**src/rtl/mbx_pkg.sv**
```systemverilog
package mbx_pkg;
  typedef enum logic [1:0] {
    DB_NONE  = 2'd0,
    DB_WRITE = 2'd1,
    DB_OR    = 2'd2,
    DB_AND   = 2'd3
  } db_op_e;
endpackage

```
**src/rtl/mbx_bank.sv**
```systemverilog
module mbx_bank #(
  parameter int NUM_REGS = 4,
  parameter int DATA_W   = 64
) (
  input  logic                             clk_i,
  input  logic                             rst_ni,
  input  logic [NUM_REGS-1:0]              we_i,
  input  logic [DATA_W-1:0]                wdata_i,
  output logic [NUM_REGS-1:0][DATA_W-1:0]  q_o
);
  for (genvar g = 0; g < NUM_REGS; g++) begin : g_reg
    always_ff @(posedge clk_i or negedge rst_ni) begin
      if (!rst_ni)        q_o[g] <= '0;
      else if (we_i[g])   q_o[g] <= wdata_i;
    end
  end

  a_r2_bank_hold: assert property (@(posedge clk_i) disable iff (!rst_ni)
    (we_i == '0) |=> $stable(q_o));
  a_r2_single_write: assert property (@(posedge clk_i) disable iff (!rst_ni)
    $onehot0(we_i));
endmodule

```
**src/rtl/mbx_doorbell.sv**
```systemverilog
module mbx_doorbell
  import mbx_pkg::*;
#(
  parameter int W = 5
) (
  input  logic         clk_i,
  input  logic         rst_ni,
  input  db_op_e       op_a_i,   // host side, wins plain-write ties
  input  logic [W-1:0] data_a_i,
  input  db_op_e       op_b_i,
  input  logic [W-1:0] data_b_i,
  output logic [W-1:0] q_o,
  output logic         irq_o
);
  logic [W-1:0] nxt;

  // order: plain write, then AND masks, then OR masks
  always_comb begin
    nxt = q_o;
    if (op_b_i == DB_WRITE) nxt = data_b_i;
    if (op_a_i == DB_WRITE) nxt = data_a_i;
    if (op_a_i == DB_AND)   nxt = nxt & data_a_i;
    if (op_b_i == DB_AND)   nxt = nxt & data_b_i;
    if (op_a_i == DB_OR)    nxt = nxt | data_a_i;
    if (op_b_i == DB_OR)    nxt = nxt | data_b_i;
  end

  always_ff @(posedge clk_i or negedge rst_ni) begin
    if (!rst_ni) begin
      q_o   <= '0;
      irq_o <= 1'b0;
    end else begin
      q_o   <= nxt;
      irq_o <= |q_o;
    end
  end

  a_r6_or_sets: assert property (@(posedge clk_i) disable iff (!rst_ni)
    (op_a_i == DB_OR && op_b_i == DB_NONE) |=> ((q_o & $past(data_a_i)) == $past(data_a_i)));
  a_r7_and_keeps: assert property (@(posedge clk_i) disable iff (!rst_ni)
    (op_b_i == DB_AND && op_a_i == DB_NONE) |=> (q_o == ($past(q_o) & $past(data_b_i))));
  a_r9_set_wins: assert property (@(posedge clk_i) disable iff (!rst_ni)
    (op_a_i == DB_AND && op_b_i == DB_OR) |=> ((q_o & $past(data_b_i)) == $past(data_b_i)));
  a_r9_host_write_wins: assert property (@(posedge clk_i) disable iff (!rst_ni)
    (op_a_i == DB_WRITE && op_b_i == DB_WRITE) |=> (q_o == $past(data_a_i)));
  a_r8_idle_stable: assert property (@(posedge clk_i) disable iff (!rst_ni)
    (op_a_i == DB_NONE && op_b_i == DB_NONE) |=> $stable(q_o));
endmodule

```
**src/rtl/mbx_port.sv**
```systemverilog
module mbx_port
  import mbx_pkg::*;
#(
  parameter int NUM_REGS = 4,
  parameter int DATA_W   = 64,
  parameter int ADDR_W   = 5,
  parameter int H2E_W    = 1,
  parameter int E2H_W    = 5,
  parameter bit IS_HOST  = 1'b1
) (
  input  logic                             clk_i,
  input  logic                             rst_ni,
  input  logic                             req_i,
  input  logic                             we_i,
  input  logic [ADDR_W-1:0]                addr_i,
  input  logic [NUM_REGS-1:0][DATA_W-1:0]  cmd_q_i,
  input  logic [NUM_REGS-1:0][DATA_W-1:0]  rsp_q_i,
  input  logic [H2E_W-1:0]                 h2e_q_i,
  input  logic [E2H_W-1:0]                 e2h_q_i,
  output logic [NUM_REGS-1:0]              cmd_we_o,
  output logic [NUM_REGS-1:0]              rsp_we_o,
  output db_op_e                           h2e_op_o,
  output db_op_e                           e2h_op_o,
  output logic [DATA_W-1:0]                rdata_o
);
  localparam int IDX_W = (NUM_REGS > 1) ? $clog2(NUM_REGS) : 1;
  localparam logic [ADDR_W-1:0] RSP_BASE = ADDR_W'(NUM_REGS);
  localparam logic [ADDR_W-1:0] H2E_BASE = ADDR_W'(2 * NUM_REGS);
  localparam logic [ADDR_W-1:0] E2H_BASE = ADDR_W'(2 * NUM_REGS + 4);

  logic                wr, rd, in_cmd, in_rsp, undef;
  logic [ADDR_W-1:0]   h2e_off, e2h_off, rsp_off;
  logic [DATA_W-1:0]   rmux;

  assign wr      = req_i & we_i;
  assign rd      = req_i & ~we_i;
  assign in_cmd  = addr_i < RSP_BASE;
  assign in_rsp  = (addr_i >= RSP_BASE) && (addr_i < H2E_BASE);
  assign rsp_off = addr_i - RSP_BASE;
  assign h2e_off = addr_i - H2E_BASE;
  assign e2h_off = addr_i - E2H_BASE;

  function automatic db_op_e alias_op(input logic hit, input logic [ADDR_W-1:0] off);
    db_op_e op;
    op = DB_NONE;
    if (hit) begin
      case (off)
        ADDR_W'(0): op = DB_WRITE;
        ADDR_W'(1): op = DB_OR;
        ADDR_W'(2): op = DB_AND;
        default:    op = DB_NONE;
      endcase
    end
    return op;
  endfunction

  assign h2e_op_o = alias_op(wr && addr_i >= H2E_BASE && addr_i < E2H_BASE, h2e_off);
  assign e2h_op_o = alias_op(wr && addr_i >= E2H_BASE, e2h_off);

  always_comb begin
    cmd_we_o = '0;
    rsp_we_o = '0;
    if (wr && IS_HOST && in_cmd)  cmd_we_o[addr_i[IDX_W-1:0]] = 1'b1;
    if (wr && !IS_HOST && in_rsp) rsp_we_o[rsp_off[IDX_W-1:0]] = 1'b1;
  end

  always_comb begin
    undef = 1'b0;
    rmux  = '0;
    if (in_cmd)                                   rmux = cmd_q_i[addr_i[IDX_W-1:0]];
    else if (in_rsp)                              rmux = rsp_q_i[rsp_off[IDX_W-1:0]];
    else if (addr_i == H2E_BASE)                  rmux = {{(DATA_W-H2E_W){1'b0}}, h2e_q_i};
    else if (addr_i == E2H_BASE)                  rmux = {{(DATA_W-E2H_W){1'b0}}, e2h_q_i};
    else if (addr_i == H2E_BASE + ADDR_W'(1) || addr_i == H2E_BASE + ADDR_W'(2) ||
             addr_i == E2H_BASE + ADDR_W'(1) || addr_i == E2H_BASE + ADDR_W'(2))
                                                  rmux = '0;
    else                                          undef = 1'b1;
  end

  always_ff @(posedge clk_i or negedge rst_ni) begin
    if (!rst_ni)  rdata_o <= '0;
    else if (rd)  rdata_o <= rmux;
  end

  a_r4_rdata_hold: assert property (@(posedge clk_i) disable iff (!rst_ni)
    !rd |=> $stable(rdata_o));
  a_r10_undef_reads_zero: assert property (@(posedge clk_i) disable iff (!rst_ni)
    (rd && undef) |=> (rdata_o == '0));
  a_r10_undef_no_write: assert property (@(posedge clk_i) disable iff (!rst_ni)
    undef |-> (cmd_we_o == '0 && rsp_we_o == '0 && h2e_op_o == DB_NONE && e2h_op_o == DB_NONE));
endmodule

```
**src/rtl/mbx_top.sv**
```systemverilog
module mbx_top
  import mbx_pkg::*;
#(
  parameter int NUM_REGS = 4,
  parameter int DATA_W   = 64,
  parameter int ADDR_W   = 5,
  parameter int H2E_W    = 1,
  parameter int E2H_W    = 5
) (
  input  logic              clk_i,
  input  logic              rst_ni,
  input  logic              host_req_i,
  input  logic              host_we_i,
  input  logic [ADDR_W-1:0] host_addr_i,
  input  logic [DATA_W-1:0] host_wdata_i,
  output logic [DATA_W-1:0] host_rdata_o,
  input  logic              eng_req_i,
  input  logic              eng_we_i,
  input  logic [ADDR_W-1:0] eng_addr_i,
  input  logic [DATA_W-1:0] eng_wdata_i,
  output logic [DATA_W-1:0] eng_rdata_o,
  output logic              h2e_irq_o,
  output logic              e2h_irq_o
);
  logic [NUM_REGS-1:0][DATA_W-1:0] cmd_q, rsp_q;
  logic [NUM_REGS-1:0] host_cmd_we, host_rsp_we, eng_cmd_we, eng_rsp_we;
  logic [NUM_REGS-1:0] cmd_we, rsp_we;
  logic [DATA_W-1:0]   cmd_wdata, rsp_wdata;
  logic [H2E_W-1:0]    h2e_q;
  logic [E2H_W-1:0]    e2h_q;
  db_op_e host_h2e_op, host_e2h_op, eng_h2e_op, eng_e2h_op;

  mbx_port #(.NUM_REGS(NUM_REGS), .DATA_W(DATA_W), .ADDR_W(ADDR_W),
             .H2E_W(H2E_W), .E2H_W(E2H_W), .IS_HOST(1'b1)) u_host_port (
    .clk_i, .rst_ni,
    .req_i(host_req_i), .we_i(host_we_i), .addr_i(host_addr_i),
    .cmd_q_i(cmd_q), .rsp_q_i(rsp_q), .h2e_q_i(h2e_q), .e2h_q_i(e2h_q),
    .cmd_we_o(host_cmd_we), .rsp_we_o(host_rsp_we),
    .h2e_op_o(host_h2e_op), .e2h_op_o(host_e2h_op), .rdata_o(host_rdata_o));

  mbx_port #(.NUM_REGS(NUM_REGS), .DATA_W(DATA_W), .ADDR_W(ADDR_W),
             .H2E_W(H2E_W), .E2H_W(E2H_W), .IS_HOST(1'b0)) u_eng_port (
    .clk_i, .rst_ni,
    .req_i(eng_req_i), .we_i(eng_we_i), .addr_i(eng_addr_i),
    .cmd_q_i(cmd_q), .rsp_q_i(rsp_q), .h2e_q_i(h2e_q), .e2h_q_i(e2h_q),
    .cmd_we_o(eng_cmd_we), .rsp_we_o(eng_rsp_we),
    .h2e_op_o(eng_h2e_op), .e2h_op_o(eng_e2h_op), .rdata_o(eng_rdata_o));

  // ownership is fixed in the port decode; one side's enables are always zero
  assign cmd_we    = host_cmd_we | eng_cmd_we;
  assign rsp_we    = host_rsp_we | eng_rsp_we;
  assign cmd_wdata = (|host_cmd_we) ? host_wdata_i : eng_wdata_i;
  assign rsp_wdata = (|eng_rsp_we)  ? eng_wdata_i  : host_wdata_i;

  mbx_bank #(.NUM_REGS(NUM_REGS), .DATA_W(DATA_W)) u_cmd_bank (
    .clk_i, .rst_ni, .we_i(cmd_we), .wdata_i(cmd_wdata), .q_o(cmd_q));

  mbx_bank #(.NUM_REGS(NUM_REGS), .DATA_W(DATA_W)) u_rsp_bank (
    .clk_i, .rst_ni, .we_i(rsp_we), .wdata_i(rsp_wdata), .q_o(rsp_q));

  mbx_doorbell #(.W(H2E_W)) u_h2e_db (
    .clk_i, .rst_ni,
    .op_a_i(host_h2e_op), .data_a_i(host_wdata_i[H2E_W-1:0]),
    .op_b_i(eng_h2e_op),  .data_b_i(eng_wdata_i[H2E_W-1:0]),
    .q_o(h2e_q), .irq_o(h2e_irq_o));

  mbx_doorbell #(.W(E2H_W)) u_e2h_db (
    .clk_i, .rst_ni,
    .op_a_i(host_e2h_op), .data_a_i(host_wdata_i[E2H_W-1:0]),
    .op_b_i(eng_e2h_op),  .data_b_i(eng_wdata_i[E2H_W-1:0]),
    .q_o(e2h_q), .irq_o(e2h_irq_o));

  a_r2_engine_no_cmd_write: assert property (@(posedge clk_i) disable iff (!rst_ni)
    (eng_req_i && eng_we_i && eng_addr_i < ADDR_W'(NUM_REGS)) |=> $stable(cmd_q));
  a_r3_host_no_rsp_write: assert property (@(posedge clk_i) disable iff (!rst_ni)
    (host_req_i && host_we_i && host_addr_i >= ADDR_W'(NUM_REGS) &&
     host_addr_i < ADDR_W'(2*NUM_REGS) && !(eng_req_i && eng_we_i)) |=> $stable(rsp_q));
  a_r8_irq_low_when_empty: assert property (@(posedge clk_i) disable iff (!rst_ni)
    (h2e_q == '0 && $past(h2e_q) == '0) |=> !h2e_irq_o);
endmodule

```
**config.mk**
```make
export PLATFORM = sky130hd
export DESIGN_NAME = mbx_top
export DESIGN_NICKNAME = d
export VERILOG_FILES = /design/src/rtl/mbx_pkg.sv /design/src/rtl/mbx_bank.sv /design/src/rtl/mbx_doorbell.sv /design/src/rtl/mbx_port.sv /design/src/rtl/mbx_top.sv
export SDC_FILE = /design/constraint.sdc
export NUM_CORES = 1
export LEC_CHECK = 0
export BUFFER_PORTS_ARGS = -buffer_cell sky130_fd_sc_hd__buf_2
export CELL_PAD_IN_SITES_DETAIL_PLACEMENT = 0
export CELL_PAD_IN_SITES_GLOBAL_PLACEMENT = 1
export CORE_MARGIN = 2
export CORE_UTILIZATION = 51
export DETAILED_ROUTE_END_ITERATION = 10
export MAX_ROUTING_LAYER = met4
export PLACE_DENSITY = 0.82
export SLEW_MARGIN = 20
export SYNTH_ARGS = -nofsm -noshare
export SYNTH_HDL_FRONTEND = slang
export SYNTH_SLANG_ARGS = --single-unit
```
**constraint.sdc**
```tcl
create_clock -name clk_i -period 1.6 [get_ports clk_i]
set_input_delay 0.16 -clock clk_i [delete_from_list [all_inputs] [get_ports clk_i]]
set_output_delay 0.16 -clock clk_i [all_outputs]
set_load 0.02 [all_outputs]
```
==> metrics.md <==
| Metric | Value |
|---|---|
| Status | `finished, final reports clean` |
| Final setup violation count | `0` |
| Clk pin slew, worst setup/hold paths | `0.06 ns` |
| Initial antenna violation count | `4` |
| Commonest non-fill, non-tap cell in the layout | `dfrtp_1` |
| Slew HR | `0.511` |
| Syn Area/Cell | `about 15 sq um` |
| Register area share after synthesis | `0.511` |
| Reg-to-Reg Start | `u_rsp_bank.q_o[127]$_DFFE_PN0P_` |
| Deepest clock path buffer count | `3` |
| Crit. End Element | `register` |
| Max Clock Freq | `around 650 MHz` |
| First-pass GRT wire length | `approximately 140000 um` |
| P&R area growth vs syn | `25.7%` |
| Via/cell ratio | `between 6 and 7` |
| GRT overflow | `0` |
| Final core utilization | `0.648` |
| Crit-path max FO | `3` |
| Crit start category | `register` |
| Yosys cell types | `between 50 and 60` |
| Min Tclk post-route | `1.55 ns` |
| Most frequent cells in the layout | `dfrtp_1 (648), mux2_2 (385), buf_2 (268)` |
| Leak | `around 0.019 uW` |
| Yosys warns | `0` |
| Antenna-violating nets left | `0` |
| Final Total Pwr | `around 44000 uW` |
| Final Max Slew Viols | `0` |
| Vias in the first global route | `roughly 23000` |
| DP HPWL | `61900 um` |
| Die W | `roughly 250 um` |
| H-tree depth | `3` |
| Initial core utilization | `0.515` |
| WHS Path Cells | `4` |
| Number of post-CTS setup repair buffers | `0` |
| Count of final hold-check violations | `0` |
| Clk_lat worst skew | `0.62 ns` |
| Synth Register Bits | `~650` |
| Aggregate routed wire length | `between 90000 and 100000 um` |
| I/O pin count | `~270` |
| Endpoint, Worst Hold | `u_host_port.rdata_o[62]$_DFFE_PN0P_` |
| Mapped Cells | `roughly 2100` |
| Core area | `61600 sq um` |
| Filler Cells Inserted | `approximately 4500` |
| Min-delay worst type | `input port to register` |
| CTS tree | `built` |
| RSZ-0062 raised after global routing | `no` |
| Worst Hold Launch | `host_we_i` |
| Worst Reg-to-Reg Cells | `3` |
| Final nets | `between 2000 and 3000` |
| Crit Path Category | `register to register` |
| Tcrit/Tclk final | `0.966` |
| PD cells | `around 1100 nW/um^2` |
| FF/Latch Area | `between 15000 and 20000 sq um` |
| Resize count post-CTS | `0` |
| Max VDD drop | `approximately 0.97 mV` |
| Number of enable flip-flop cells after synthesis | `0` |
| CTS Buf Count | `a little over 70` |
| Slew at the pin closest to its max-slew limit | `about 0.73 ns` |
| Die Footprint | `around 64000 sq um` |
| Worst R2R End | `u_host_port.rdata_o[63]$_DFFE_PN0P_` |
| Vias | `about 22000` |
| Crit path DAT | `around 2 ns` |
| Async set-or-reset flop fraction in the synthesized netlist | `1.00` |
| Worst reg2reg setup slack | `0.05 ns` |
| Area of the multi-input gates | `around 15000 sq um` |
| Hold buffers post-CTS | `approximately 130` |
| CTS sink count | `648` |
| Row Count | `between 90 and 100` |
| 1st-pass router iterations | `5` |
| GRT Resource Usage Total | `0.303` |
| Mapped Area | `~32000 sq um` |
| Max_cap viols | `0` |
| WL/cell | `26.2 um` |
| Routability cong. | `approximately 0.9` |
| Syn Nets | `~2300` |
| Post-route DRC violation count | `0` |
| IO buf count | `between 200 and 300` |
| First DRT Iteration DRCs | `between 1500 and 2000` |
| Largest net degree at the start of global routing | `67` |
| Share of cells above drive strength 1 | `0.492` |
| Die Y | `253 um` |
| Final Skew | `0.0275 ns` |
| Prevailing post-synth register cell | `dfrtp_1` |
| Root buffer cell | `clkbuf_16` |
| Data required, critical path | `between 2 and 2.5 ns` |
[power by group]
part / leakage, uW / internal (uW) / switching [uW]
Sequential: 0.00860 / 18300 / 1490
Clock: 0.00115 / 9700 / 6740
Combinational: 0.00912 / 4210 / 3220
Total: 0.0189 / 32300 / 11500
[registers in the layout, indices dropped and copies added (netlist names)]
name / cells
u_host_port.rdata_o: 64
u_cmd_bank.q_o: 256
u_h2e_db.irq_o: 1
u_rsp_bank.q_o: 256
u_e2h_db.q_o: 5
u_e2h_db.irq_o: 1
u_eng_port.rdata_o: 64
u_h2e_db.q_o: 1
[synthesized netlist by cell type (2+ instances only)]
| master | n | area, sq um |
|---|---|---|
| inv_1 | 10 | 37.5 |
| a221oi_1 | 38 | 333 |
| nor3b_1 | 2 | 15.0 |
| nand3_1 | 3 | 15.0 |
| and3_1 | 5 | 31.3 |
| nor2_1 | 87 | 327 |
| or4b_4 | 2 | 27.5 |
| nor2_8 | 4 | 80.1 |
| dfrtp_1 | 648 | 16200 |
| buf_6 | 29 | 327 |
| o22ai_1 | 30 | 188 |
| nand4b_1 | 2 | 17.5 |
| a2bb2oi_1 | 20 | 175 |
| nor4_1 | 3 | 18.8 |
| mux2_2 | 429 | 4830 |
| nand2_1 | 99 | 372 |
| o221ai_1 | 20 | 175 |
| mux2i_1 | 75 | 751 |
| mux2_1 | 78 | 878 |
| buf_4 | 8 | 60.1 |
| clkbuf_1 | 51 | 191 |
| nand3b_1 | 2 | 15.0 |
| nand2b_1 | 8 | 50.1 |
| a21oi_1 | 5 | 25.0 |
| a22oi_1 | 9 | 67.6 |
| nor4b_1 | 2 | 17.5 |
| nor2b_1 | 4 | 25.0 |
| nor3_1 | 4 | 20.0 |
| buf_1 | 11 | 41.3 |
| mux4_2 | 235 | 5290 |
| ha_1 | 6 | 75.1 |
| a32oi_1 | 6 | 52.6 |
| o21ai_0 | 89 | 445 |
| buf_2 | 67 | 335 |
[per-stage QoR]
step	worst slack (ns)	hold WS [ns]	instances	cell area [sq um]	TNS (ns)
3_5_place_dp	-0.453	0.117	3265	36300	-196.33
3_3_place_gp	-0.447	0.120	3265	36300	-186.25
5_1_grt	0.0230	0.0636	3527	39900	0
4_1_cts	0.0373	0.0269	3523	39900	0
2_1_floorplan	-0.0848	-0.136	2110	32100	-17.73
6_report	0.0548	0.0469	3527	39900	0
[cell type report]
type	instances	share of cell area
Timing Repair Buffer	613	0.134
Clock inverter	19	0.00486
Antenna cell	4	0.000251
Clock buffer	110	0.0536
Sequential cell	648	0.406
Multi-Input combinational cell	1286	0.374
Inverter	10	0.00113
Tap cell	837	0.0262
[how the worst max path moves through the flow]
| stage | start | endpoint | slack [ns] | cells after the start |
|---|---|---|---|---|
| floorplan | host_addr_i[4] | u_cmd_bank.q_o[70]$_DFFE_PN0P_ | -0.08 | 7 |
| global placement | host_addr_i[4] | u_cmd_bank.q_o[255]$_DFFE_PN0P_ | -0.45 | 8 |
| detailed placement | host_addr_i[4] | u_cmd_bank.q_o[184]$_DFFE_PN0P_ | -0.45 | 8 |
| CTS | u_rsp_bank.q_o[127]$_DFFE_PN0P_ | u_host_port.rdata_o[63]$_DFFE_PN0P_ | 0.04 | 3 |
| global route | u_rsp_bank.q_o[255]$_DFFE_PN0P_ | u_host_port.rdata_o[63]$_DFFE_PN0P_ | 0.02 | 3 |
| finish | u_rsp_bank.q_o[127]$_DFFE_PN0P_ | u_host_port.rdata_o[63]$_DFFE_PN0P_ | 0.05 | 3 |
[logic make-up after synthesis]
logic type / after synthesis / synth area share
compound gates: 229 / 0.0497
fa+ha+maj: 6 / 0.00237
buf+inv: 176 / 0.0313
flops: 648 / 0.511
mux: 817 / 0.370
simple gates: 234 / 0.0354
[routing by layer]
| layer | routed length [um] | vias to the layer above | track usage |
|---|---|---|---|
| li1 | - | 9158 | - |
| met1 | 37700 | 11600 | 0.397 |
| met2 | 46300 | 856 | 0.489 |
| met3 | 5880 | 177 | 0.0447 |
| met4 | 2520 | 0 | 0.102 |
| met5 | 0 | - | - |
[critical path, stage by stage, from the launching register on]
cell      delay, ns
dfrtp_1        0.41
mux4_2         0.46
a221oi_1       0.46
nor2_1         0.08
Power figures use the tool's default switching activity.
